--- config.mk ---
export PLATFORM = sky130hd
export DESIGN_NAME = blk_evt_sched
export DESIGN_NICKNAME = d
export VERILOG_FILES = /design/src/rtl/blk_evt_sched_pkg.sv /design/src/rtl/blk_evt_sched_dp.sv /design/src/rtl/blk_evt_sched_ctrl.sv /design/src/rtl/blk_evt_sched.sv
export SDC_FILE = /design/constraint.sdc
export NUM_CORES = 1
export LEC_CHECK = 0
export CAP_MARGIN = 30
export CORE_MARGIN = 3
export CORE_UTILIZATION = 40
export CTS_CLUSTER_SIZE = 14
export DETAILED_ROUTE_END_ITERATION = 10
export PLACE_DENSITY = 0.64
export SLEW_MARGIN = 20
export SYNTH_ARGS = -nofsm -noshare
export SYNTH_HDL_FRONTEND = slang
export SYNTH_HIERARCHICAL = 1
export SYNTH_SLANG_ARGS = --single-unit
--- constraint.sdc ---
create_clock -name clk -period 3.77 [get_ports clk]
set_input_delay 0.5655 -clock clk [delete_from_list [all_inputs] [get_ports clk]]
set_output_delay 0.5655 -clock clk [all_outputs]
set_load 0.05 [all_outputs]
--- src/rtl/blk_evt_sched_pkg.sv ---
package blk_evt_sched_pkg;
  localparam int unsigned WORD_W = 32;
  localparam int unsigned ADDR_W = 2;

  localparam logic [ADDR_W-1:0] ADDR_LO   = 2'd0;
  localparam logic [ADDR_W-1:0] ADDR_HI   = 2'd1;
  localparam logic [ADDR_W-1:0] ADDR_STAT = 2'd2;

  typedef struct packed {
    logic wrLo;
    logic wrHi;
    logic rdLo;
    logic rdHi;
    logic rdStat;
    logic rdAny;
  } ctrlStrobe_t;
endpackage

--- src/rtl/blk_evt_sched_dp.sv ---
module blk_evt_sched_dp
  import blk_evt_sched_pkg::*;
#(
  parameter int unsigned BLK_W = 64
) (
  input  logic              clk,
  input  logic              rstN,
  input  logic              sopIn,
  input  logic              validIn,
  input  logic [BLK_W-1:0]  blkIdIn,
  input  logic [WORD_W-1:0] regWrData,
  input  ctrlStrobe_t       strobe,
  input  logic              armedSt,
  input  logic              lateSt,
  output logic              matchNow,
  output logic              passedNow,
  output logic              pastOnArm,
  output logic [WORD_W-1:0] rdData
);
  localparam int unsigned HI_W = BLK_W - WORD_W;

  logic [BLK_W-1:0]  curBlk;
  logic              haveBlk;
  logic [WORD_W-1:0] schedLo;
  logic [HI_W-1:0]   schedHi;
  logic [HI_W-1:0]   hiShadow;
  logic              blkStart;
  logic [BLK_W-1:0]  effCur;
  logic [BLK_W-1:0]  schedIdx;
  logic [BLK_W-1:0]  newSched;

  assign blkStart = sopIn && validIn;
  assign effCur   = blkStart ? blkIdIn : curBlk;
  assign schedIdx = {schedHi, schedLo};
  assign newSched = {regWrData[HI_W-1:0], schedLo};

  assign matchNow  = blkStart && (blkIdIn == schedIdx);
  assign passedNow = blkStart && (blkIdIn > schedIdx);
  assign pastOnArm = (haveBlk || blkStart) && (newSched <= effCur);

  always_ff @(posedge clk) begin
    if (!rstN) begin
      curBlk  <= '0;
      haveBlk <= 1'b0;
    end else if (blkStart) begin
      curBlk  <= blkIdIn;
      haveBlk <= 1'b1;
    end
  end

  always_ff @(posedge clk) begin
    if (!rstN) begin
      schedLo <= '0;
      schedHi <= '0;
    end else begin
      if (strobe.wrLo) schedLo <= regWrData;
      if (strobe.wrHi) schedHi <= regWrData[HI_W-1:0];
    end
  end

  always_ff @(posedge clk) begin
    if (!rstN) begin
      hiShadow <= '0;
      rdData   <= '0;
    end else if (strobe.rdAny) begin
      if (strobe.rdLo) begin
        hiShadow <= curBlk[BLK_W-1:WORD_W];
        rdData   <= curBlk[WORD_W-1:0];
      end else if (strobe.rdHi) begin
        rdData   <= WORD_W'(hiShadow);
      end else if (strobe.rdStat) begin
        rdData   <= WORD_W'({armedSt, lateSt});
      end else begin
        rdData   <= '0;
      end
    end
  end

  assert_hold_idx_R10: assert property (@(posedge clk) disable iff (!rstN)
    !(sopIn && validIn) |=> $stable(curBlk))
    else $error("current index changed without a valid block start");
endmodule

--- src/rtl/blk_evt_sched_ctrl.sv ---
module blk_evt_sched_ctrl
  import blk_evt_sched_pkg::*;
(
  input  logic              clk,
  input  logic              rstN,
  input  logic              sopIn,
  input  logic              validIn,
  input  logic              regWrEn,
  input  logic              regRdEn,
  input  logic [ADDR_W-1:0] regAddr,
  input  logic [WORD_W-1:0] regWrData,
  input  logic              matchNow,
  input  logic              passedNow,
  input  logic              pastOnArm,
  output ctrlStrobe_t       strobe,
  output logic              armedSt,
  output logic              lateSt,
  output logic              trigOut
);
  logic clrLate;

  always_comb begin
    strobe        = '0;
    strobe.wrLo   = regWrEn && (regAddr == ADDR_LO);
    strobe.wrHi   = regWrEn && (regAddr == ADDR_HI);
    strobe.rdLo   = regRdEn && (regAddr == ADDR_LO);
    strobe.rdHi   = regRdEn && (regAddr == ADDR_HI);
    strobe.rdStat = regRdEn && (regAddr == ADDR_STAT);
    strobe.rdAny  = regRdEn;
  end

  assign clrLate = regWrEn && (regAddr == ADDR_STAT) && regWrData[0];
  assign trigOut = armedSt && matchNow;

  always_ff @(posedge clk) begin
    if (!rstN) begin
      armedSt <= 1'b0;
    end else if (strobe.wrHi) begin
      armedSt <= !pastOnArm;
    end else if (trigOut || (armedSt && passedNow)) begin
      armedSt <= 1'b0;
    end
  end

  always_ff @(posedge clk) begin
    if (!rstN) begin
      lateSt <= 1'b0;
    end else if ((strobe.wrHi && pastOnArm) || (armedSt && passedNow && !strobe.wrHi)) begin
      lateSt <= 1'b1;
    end else if (clrLate) begin
      lateSt <= 1'b0;
    end
  end

  assert_trig_on_start_R5: assert property (@(posedge clk) disable iff (!rstN)
    trigOut |-> (sopIn && validIn))
    else $error("trigger outside a valid block start");

  assert_disarm_after_fire_R6: assert property (@(posedge clk) disable iff (!rstN)
    (trigOut && !strobe.wrHi) |=> !armedSt)
    else $error("still armed after firing");

  assert_arm_by_high_R4: assert property (@(posedge clk) disable iff (!rstN)
    $rose(armedSt) |-> $past(strobe.wrHi))
    else $error("armed without a high-word write");

  assert_late_not_armed_R7: assert property (@(posedge clk) disable iff (!rstN)
    (strobe.wrHi && pastOnArm) |=> (!armedSt && lateSt))
    else $error("past schedule was armed");

  assert_late_sticky_R9: assert property (@(posedge clk) disable iff (!rstN)
    (lateSt && !clrLate) |=> lateSt)
    else $error("missed flag dropped without a clear");
endmodule

--- src/rtl/blk_evt_sched.sv ---
module blk_evt_sched
  import blk_evt_sched_pkg::*;
#(
  parameter int unsigned BLK_W = 64
) (
  input  logic              clk,
  input  logic              rstN,
  input  logic              sopIn,
  input  logic              validIn,
  input  logic [BLK_W-1:0]  blkIdIn,
  input  logic              regWrEn,
  input  logic              regRdEn,
  input  logic [ADDR_W-1:0] regAddr,
  input  logic [WORD_W-1:0] regWrData,
  output logic [WORD_W-1:0] regRdData,
  output logic              trigOut
);
  ctrlStrobe_t strobe;
  logic armedSt, lateSt, matchNow, passedNow, pastOnArm;

  blk_evt_sched_ctrl u_ctrl (
    .clk(clk), .rstN(rstN), .sopIn(sopIn), .validIn(validIn),
    .regWrEn(regWrEn), .regRdEn(regRdEn), .regAddr(regAddr), .regWrData(regWrData),
    .matchNow(matchNow), .passedNow(passedNow), .pastOnArm(pastOnArm),
    .strobe(strobe), .armedSt(armedSt), .lateSt(lateSt), .trigOut(trigOut)
  );

  blk_evt_sched_dp #(.BLK_W(BLK_W)) u_dp (
    .clk(clk), .rstN(rstN), .sopIn(sopIn), .validIn(validIn), .blkIdIn(blkIdIn),
    .regWrData(regWrData), .strobe(strobe), .armedSt(armedSt), .lateSt(lateSt),
    .matchNow(matchNow), .passedNow(passedNow), .pastOnArm(pastOnArm),
    .rdData(regRdData)
  );
endmodule

==> results.toml, run 1 <==
[placed_design]
io_buffers = 136
placed_area_um2 = 12390
hpwlAfterDp_um = 22770
dp_cells = 1580
pre_cts_slack_ns = 0.03655
gp_congestion = 0.9110

[cells_and_area]
finish.utilization = 0.4971
drive_gt1_frac = 0.04702
area_growth_pct = 21.53
layout_commonest_cell = "dfxtp_1"
layout.nets = 1496
layout_common_cells = "dfxtp_1 (195), nand2_1 (150), clkdlybuf4s50_1 (133), nor2b_1 (133), mux2i_1 (129)"
fillers = 2497
final_area_um2 = 12990
finalNonFillerCells = 1612

[setup_path]
critPathKind = "input port to primary output"
start_kind = "input port"
crit_required_ns = 3.20
slowest_stage = "clkdlybuf4s50_1"
r2r_start = "u_dp/schedLo[13]$_SDFFE_PN0P_"
r2r_cells = 10
reg2reg_slack_ns = 1.08
regToRegEndpoint = "u_ctrl/armedSt$_SDFFE_PN0P_"
critPathArrivalTime_ns = 3.02
cp_num_buf_inv = 2
path_delay_family = "simple AND/OR/NAND/NOR gates"
cp-end-kind = "primary output"
crit_path_max_incr_delay_ns = 0.45
crit_fanout = 4
path_cells = "clkdlybuf4s50_1 > ha_1 > nand4_1 > nor4_2 > and4_1 > nand3_1 > nor2_1 > and2_1 > buf_12"

[timing]
setup_violations = 0
fin_worst_skew_ns = 0.01146
final_hold_viol_count = 0
whs_ns = 0.4638
rsz0062_at_grt = "false"
worst_slack_ns = 0.1853
fmax_mhz = 279.0
worst_slew_pin_slew_ns = 0.6745
finalSetupTns_ns = 0
slew_violations = 0
period_minus_slack_ns = 3.585
timing.final.crit_share = 0.9509
slew_headroom = 0.5387

[clock_tree]
worstSkewPairLatency_ns = 0.43
cts_tree = "built"
hold_buffers = 0
root_buffer = "clkbuf_16"
clock_sinks = 195
clock_tree.buffer_depth = 2
htree_levels = 4
clkTransAtPathRegs_ns = 0.07
cts_buffers = 17

[logic_synthesis]
syn_avg_cell_area_um2 = 9.247
ys_seq_area_frac = 0.3652
synth_cells = 1156
synth.distinct_cells = 45
synth_top_area_cell = "dfxtp_1"
synth_seq_cells = 195
yosys.area.top_type_share = 0.3652
netlist_area_um2 = 10690
synthesis.nets = 1388
yosys_warnings = 6
synth.area.top_cells = "dfxtp_1 (37%), ha_1 (15%), mux2i_1 (12%)"

[global_route]
grt_max_degree = 96
grt_usage = 0.2025
grt_pass1_wl_um = 45530
gr-total-overflow = 0
grt_antenna_before_repair = 1
first_global_vias = 7981

[floorplan]
row_count = 59
core_um2 = 26130
fp.dieArea_um2 = 28720
die_x_um = 169.5
pin_count = 137
start_util = 0.4090
fp.dieH_um = 169.5

[flow_run]
max-cap-violations = 0

[routing]
drt_iter0_drc = 428
wl_per_cell_um = 18.13
num_vias = 8383
wl_um = 29220
vias_per_cell = 5.200
drc_errors = 0
drt-pass1-iter-count = 5
drtAntennaViolNets = 0

[pwr]
p_leak_nw = 5.273
peakVddDrop_mv = 0.2760
total_power_mw = 4.855
power_density_nw_per_um2 = 373.8

[worst_hold_path]
hold_class = "flop to flop"
min-delay-start = "u_dp/hiShadow[18]$_SDFFE_PN0P_"
holdPathStages = 2
hold_path_end = "u_dp/hiShadow[18]$_SDFFE_PN0P_"

[outcome]
outcome = "finished clean"
[cells in the mapped netlist]
library cell,n
a2111oi_0,2
a211oi_1,5
a21boi_0,34
a21o_1,15
a21oi_1,50
a221o_1,1
a221oi_1,3
a2bb2oi_1,2
a31oi_1,2
and2_1,3
and3_1,2
and3b_2,2
and4_1,2
buf_1,3
buf_2,17
buf_4,1
clkbuf_1,41
dfxtp_1,195
ha_1,128
inv_1,66
inv_2,1
mux2i_1,129
nand2_1,151
nand3_1,20
nand3b_4,1
nand4_1,31
nand4b_1,2
nor2_1,12
nor2b_1,133
nor3_1,7
nor3b_1,2
nor4_1,3
nor4_2,1
nor4b_2,1
o2111ai_1,1
o211a_1,30
o211ai_1,32
o21a_1,3
o21ai_0,16
o21ai_1,1
o22ai_1,1
o311ai_2,1
o31ai_1,1
o41ai_1,1
or4_1,1
[worst max path at each step]
stage          depth (start not counted)  slack [ns]   startpoint                          end
2_1_floorplan                         13        0.80        sopIn  u_ctrl/armedSt$_SDFFE_PN0P_
3_3_place_gp                           9        0.14  blkIdIn[31]                      trigOut
3_5_place_dp                           9        0.04  blkIdIn[31]                      trigOut
4_1_cts                                9        0.03  blkIdIn[31]                      trigOut
5_1_grt                               10        0.03  blkIdIn[55]                      trigOut
6_report                               9        0.19  blkIdIn[31]                      trigOut
[sequential cells by signal, indices dropped and copies added, names as in the netlist]
name and flops:
u_ctrl/lateSt 1, u_dp/curBlk 64, u_dp/rdData 32, u_dp/schedHi 32, u_dp/haveBlk 1, u_ctrl/armedSt 1
u_dp/schedLo 32, u_dp/hiShadow 32
[cells by family (layout without fill, tap and decap cells)]
group | after synthesis | after routing | synth area share
buffers and inverters | 129 | 249 | 0.04764
and+or+nand+nor | 374 | 374 | 0.1823
other | 0 | 1 | 0
AOI/OAI and AO/OA | 201 | 201 | 0.1343
DFF | 195 | 195 | 0.3652
muxes | 129 | 129 | 0.1208
adders and majority gates | 128 | 128 | 0.1498
[routing by layer]
layer | GRT usage | wire (um) | share of wire
met5 | 0 | 0 | 0
met3 | 0.02609 | 1204 | 0.041
met1 | 0.3131 | 15470 | 0.53
met2 | 0.2924 | 12060 | 0.41
met4 | 0.05974 | 490 | 0.017
[layout make-up]
class | count | area (um2) | share of cell area
Sequential cell | 195 | 3904 | 0.3005
Tap cell | 335 | 419.2 | 0.03227
Antenna cell | 1 | 2.502 | 0.0001926
Timing Repair Buffer | 151 | 1526 | 0.1175
Clock inverter | 13 | 147.6 | 0.01137
Multi-Input combinational cell | 832 | 6300 | 0.4850
Clock buffer | 18 | 439.2 | 0.03381
Inverter | 67 | 251.5 | 0.01936
[worst reg2reg max path, cell delays in order, from the launching register on]
cell and delay [ns]:
dfxtp_1 0.41, inv_1 0.07, ha_1 0.30, nand4_1 0.18, nor3_1 0.41, a21boi_0 0.33, o41ai_1 0.17, o21a_1 0.14
a31oi_1 0.31, nor4b_2 0.10, o21a_1 0.17
[what timing repair did]
action | in CTS | in global routing
endpoints found under the setup margin | 0 | 1
gates resized for setup | 0 | 1
setup buffers | 0 | 0
[report_power, final]
group,leakage [nW],internal (mW),switching (mW)
Clock,0.282,1.00,0.832
Sequential,1.59,2.14,0.0528
Combinational,3.40,0.382,0.448
No activity file was read; power rests on OpenSTA's default activity.
==> run 2, diff against run 1 <==
ABC_AREA = 1   (was unset)
PLACE_DENSITY = unset   (was 0.64)
==> results.toml, run 2 <==
[outcome]
outcome = "finished clean"

[global_route]
grt_antenna_before_repair = 0
grt_max_degree = 70
first_global_vias = 8451
grt_usage = 0.2083
grt_pass1_wl_um = 46370
gr-total-overflow = 0

[clock_tree]
hold_buffers = 0
worstSkewPairLatency_ns = 0.43
clock_sinks = 195
htree_levels = 4
cts_buffers = 17
cts_resized = 0
postCtsSetupBuffers = 0
cts_tree = "built"
clock_tree.buffer_depth = 2
clkTransAtPathRegs_ns = 0.07
root_buffer = "clkbuf_16"

[routing]
wl_per_cell_um = 15.93
drt-pass1-iter-count = 5
wl_um = 29060
num_vias = 9077
drc_errors = 0
drtAntennaViolNets = 0
drt_iter0_drc = 827
vias_per_cell = 4.976

[pwr]
power_density_nw_per_um2 = 386.8
peakVddDrop_mv = 0.2601
p_leak_nw = 5.602

[floorplan]
core_um2 = 25330
fp.dieArea_um2 = 27820
start_util = 0.4084
die_x_um = 166.8
row_count = 58
pin_count = 137
fp.dieH_um = 166.8

[timing]
slew_headroom = 0.4745
timing.final.crit_share = 0.8748
worst_slew_pin_slew_ns = 0.7882
period_minus_slack_ns = 3.298
worst_slack_ns = 0.4719
slew_violations = 0
finalSetupTns_ns = 0
fin_worst_skew_ns = 0.01203
final_hold_viol_count = 0
fmax_mhz = 303.2
rsz0062_at_grt = "false"
setup_violations = 0

[logic_synthesis]
netlist_area_um2 = 10340
yosys_warnings = 6
synth_seq_cells = 195
yosys.area.top_type_share = 0.3774
synthFlopType = "dfxtp_1"
ys_seq_area_frac = 0.3774
synth_cells = 1376
synth.distinct_cells = 32
syn_avg_cell_area_um2 = 7.517
synthesis.nets = 1608
synth-edff-count = 0
synth_top_area_cell = "dfxtp_1"
synthArstFlopShare = 0
synth_commonest_cells = "nand2_1 (217), dfxtp_1 (195), nor2_1 (177)"
synth.area.top_cells = "dfxtp_1 (38%), ha_1 (15%), nand2_1 (7.9%)"
synthMostInstantiatedCell = "nand2_1"

[placed_design]
gp_congestion = 0.8389
pre_cts_slack_ns = 0.3651
io_buffers = 136
hpwlAfterDp_um = 22240

[setup_path]
crit_required_ns = 3.20
start_kind = "input port"
critPathKind = "input port to primary output"
reg2reg_slack_ns = 1.47
cp-end-kind = "primary output"
critPathArrivalTime_ns = 2.73
crit_fanout = 2
r2r_start = "u_dp/curBlk[31]$_SDFF_PN0_"
cp-startpoint = "blkIdIn[7]"

[cells_and_area]
layout_commonest_cell = "nand2_1"
top_register = "u_dp/curBlk"
layout.nets = 1713
area_growth_pct = 21.64
layout_common_cells = "nand2_1 (215), dfxtp_1 (195), nor2_1 (176)"
fillers = 2486
drive_gt1_frac = 0.04685
diodes = 0
largest_reg_flops = 64

[worst_hold_path]
min-delay-start = "u_dp/schedHi[24]$_SDFFE_PN0P_"
hold_class = "flop to flop"

[flow_run]
max-cap-violations = 0
[run 2: where the power goes]
group	internal, mW	total [mW]	switching [mW]
logic	0.351	0.861	0.509
clock network	1.00	1.81	0.809
registers	2.15	2.19	0.0423
[run 2: cell families (layout without fill, tap and decap cells)]
family,Yosys count,in the layout,synth area share
DFF,195,195,0.3774
buffers and inverters,236,354,0.08842
muxes,33,33,0.03193
AOI/OAI and AO/OA,309,309,0.1603
adders and majority gates,128,128,0.1548
and+or+nand+nor,475,475,0.1871
[run 2: cell type report]
class	instances	area (um2)	share of cell area
multi-input combinational	945	5543	0.4405
sequential	195	3904	0.3103
timing repair buffer	150	1499	0.1191
inverter	172	645.6	0.05131
clock buffer	22	454.2	0.03610
tap	330	412.9	0.03282
clock inverter	10	123.9	0.009845
[run 2: final timing paths]
check                                                     end  cells past startpoint
worst max-delay path                                  trigOut                     12
worst min-delay path            u_dp/schedHi[24]$_SDFFE_PN0P_                      2
worst max register to register     u_ctrl/lateSt$_SDFFE_PN0P_                     14
worst min register to register  u_dp/schedHi[24]$_SDFFE_PN0P_                      2
[run 2: metrics by stage]
stage	util	cells	instance area [um2]	total power, mW	hold WS, ns
finish	0.4968	1824	12580	4.867	0.4616
global route	0.4968	1824	12580	5.122	0.4778
CTS	0.4968	1824	12580	4.907	0.4653
detailed placement	0.4740	1792	12000	3.094	0.4536
global placement	0.4740	1792	12000	3.076	0.4475
floorplan	-	1376	10340	2.762	0.4249
[run 2: layer usage]
metal	GRT usage	vias to the layer above	share of wire
li1	-	4768	-
met1	0.3251	4050	0.52
met2	0.2997	241	0.42
met3	0.03489	18	0.052
met4	0.04412	0	0.0085
met5	0	-	0
[run 2: worst max-delay path: stages]
cell and delay (ns):
clkdlybuf4s50_1 0.46, ha_1 0.32, nand2_1 0.07, nor2_1 0.18, nand4_1 0.11, nor3_1 0.26
buf_4 0.19, nand4_1 0.11, nor2_1 0.14, nand2_1 0.08, inv_1 0.10, buf_12 0.14
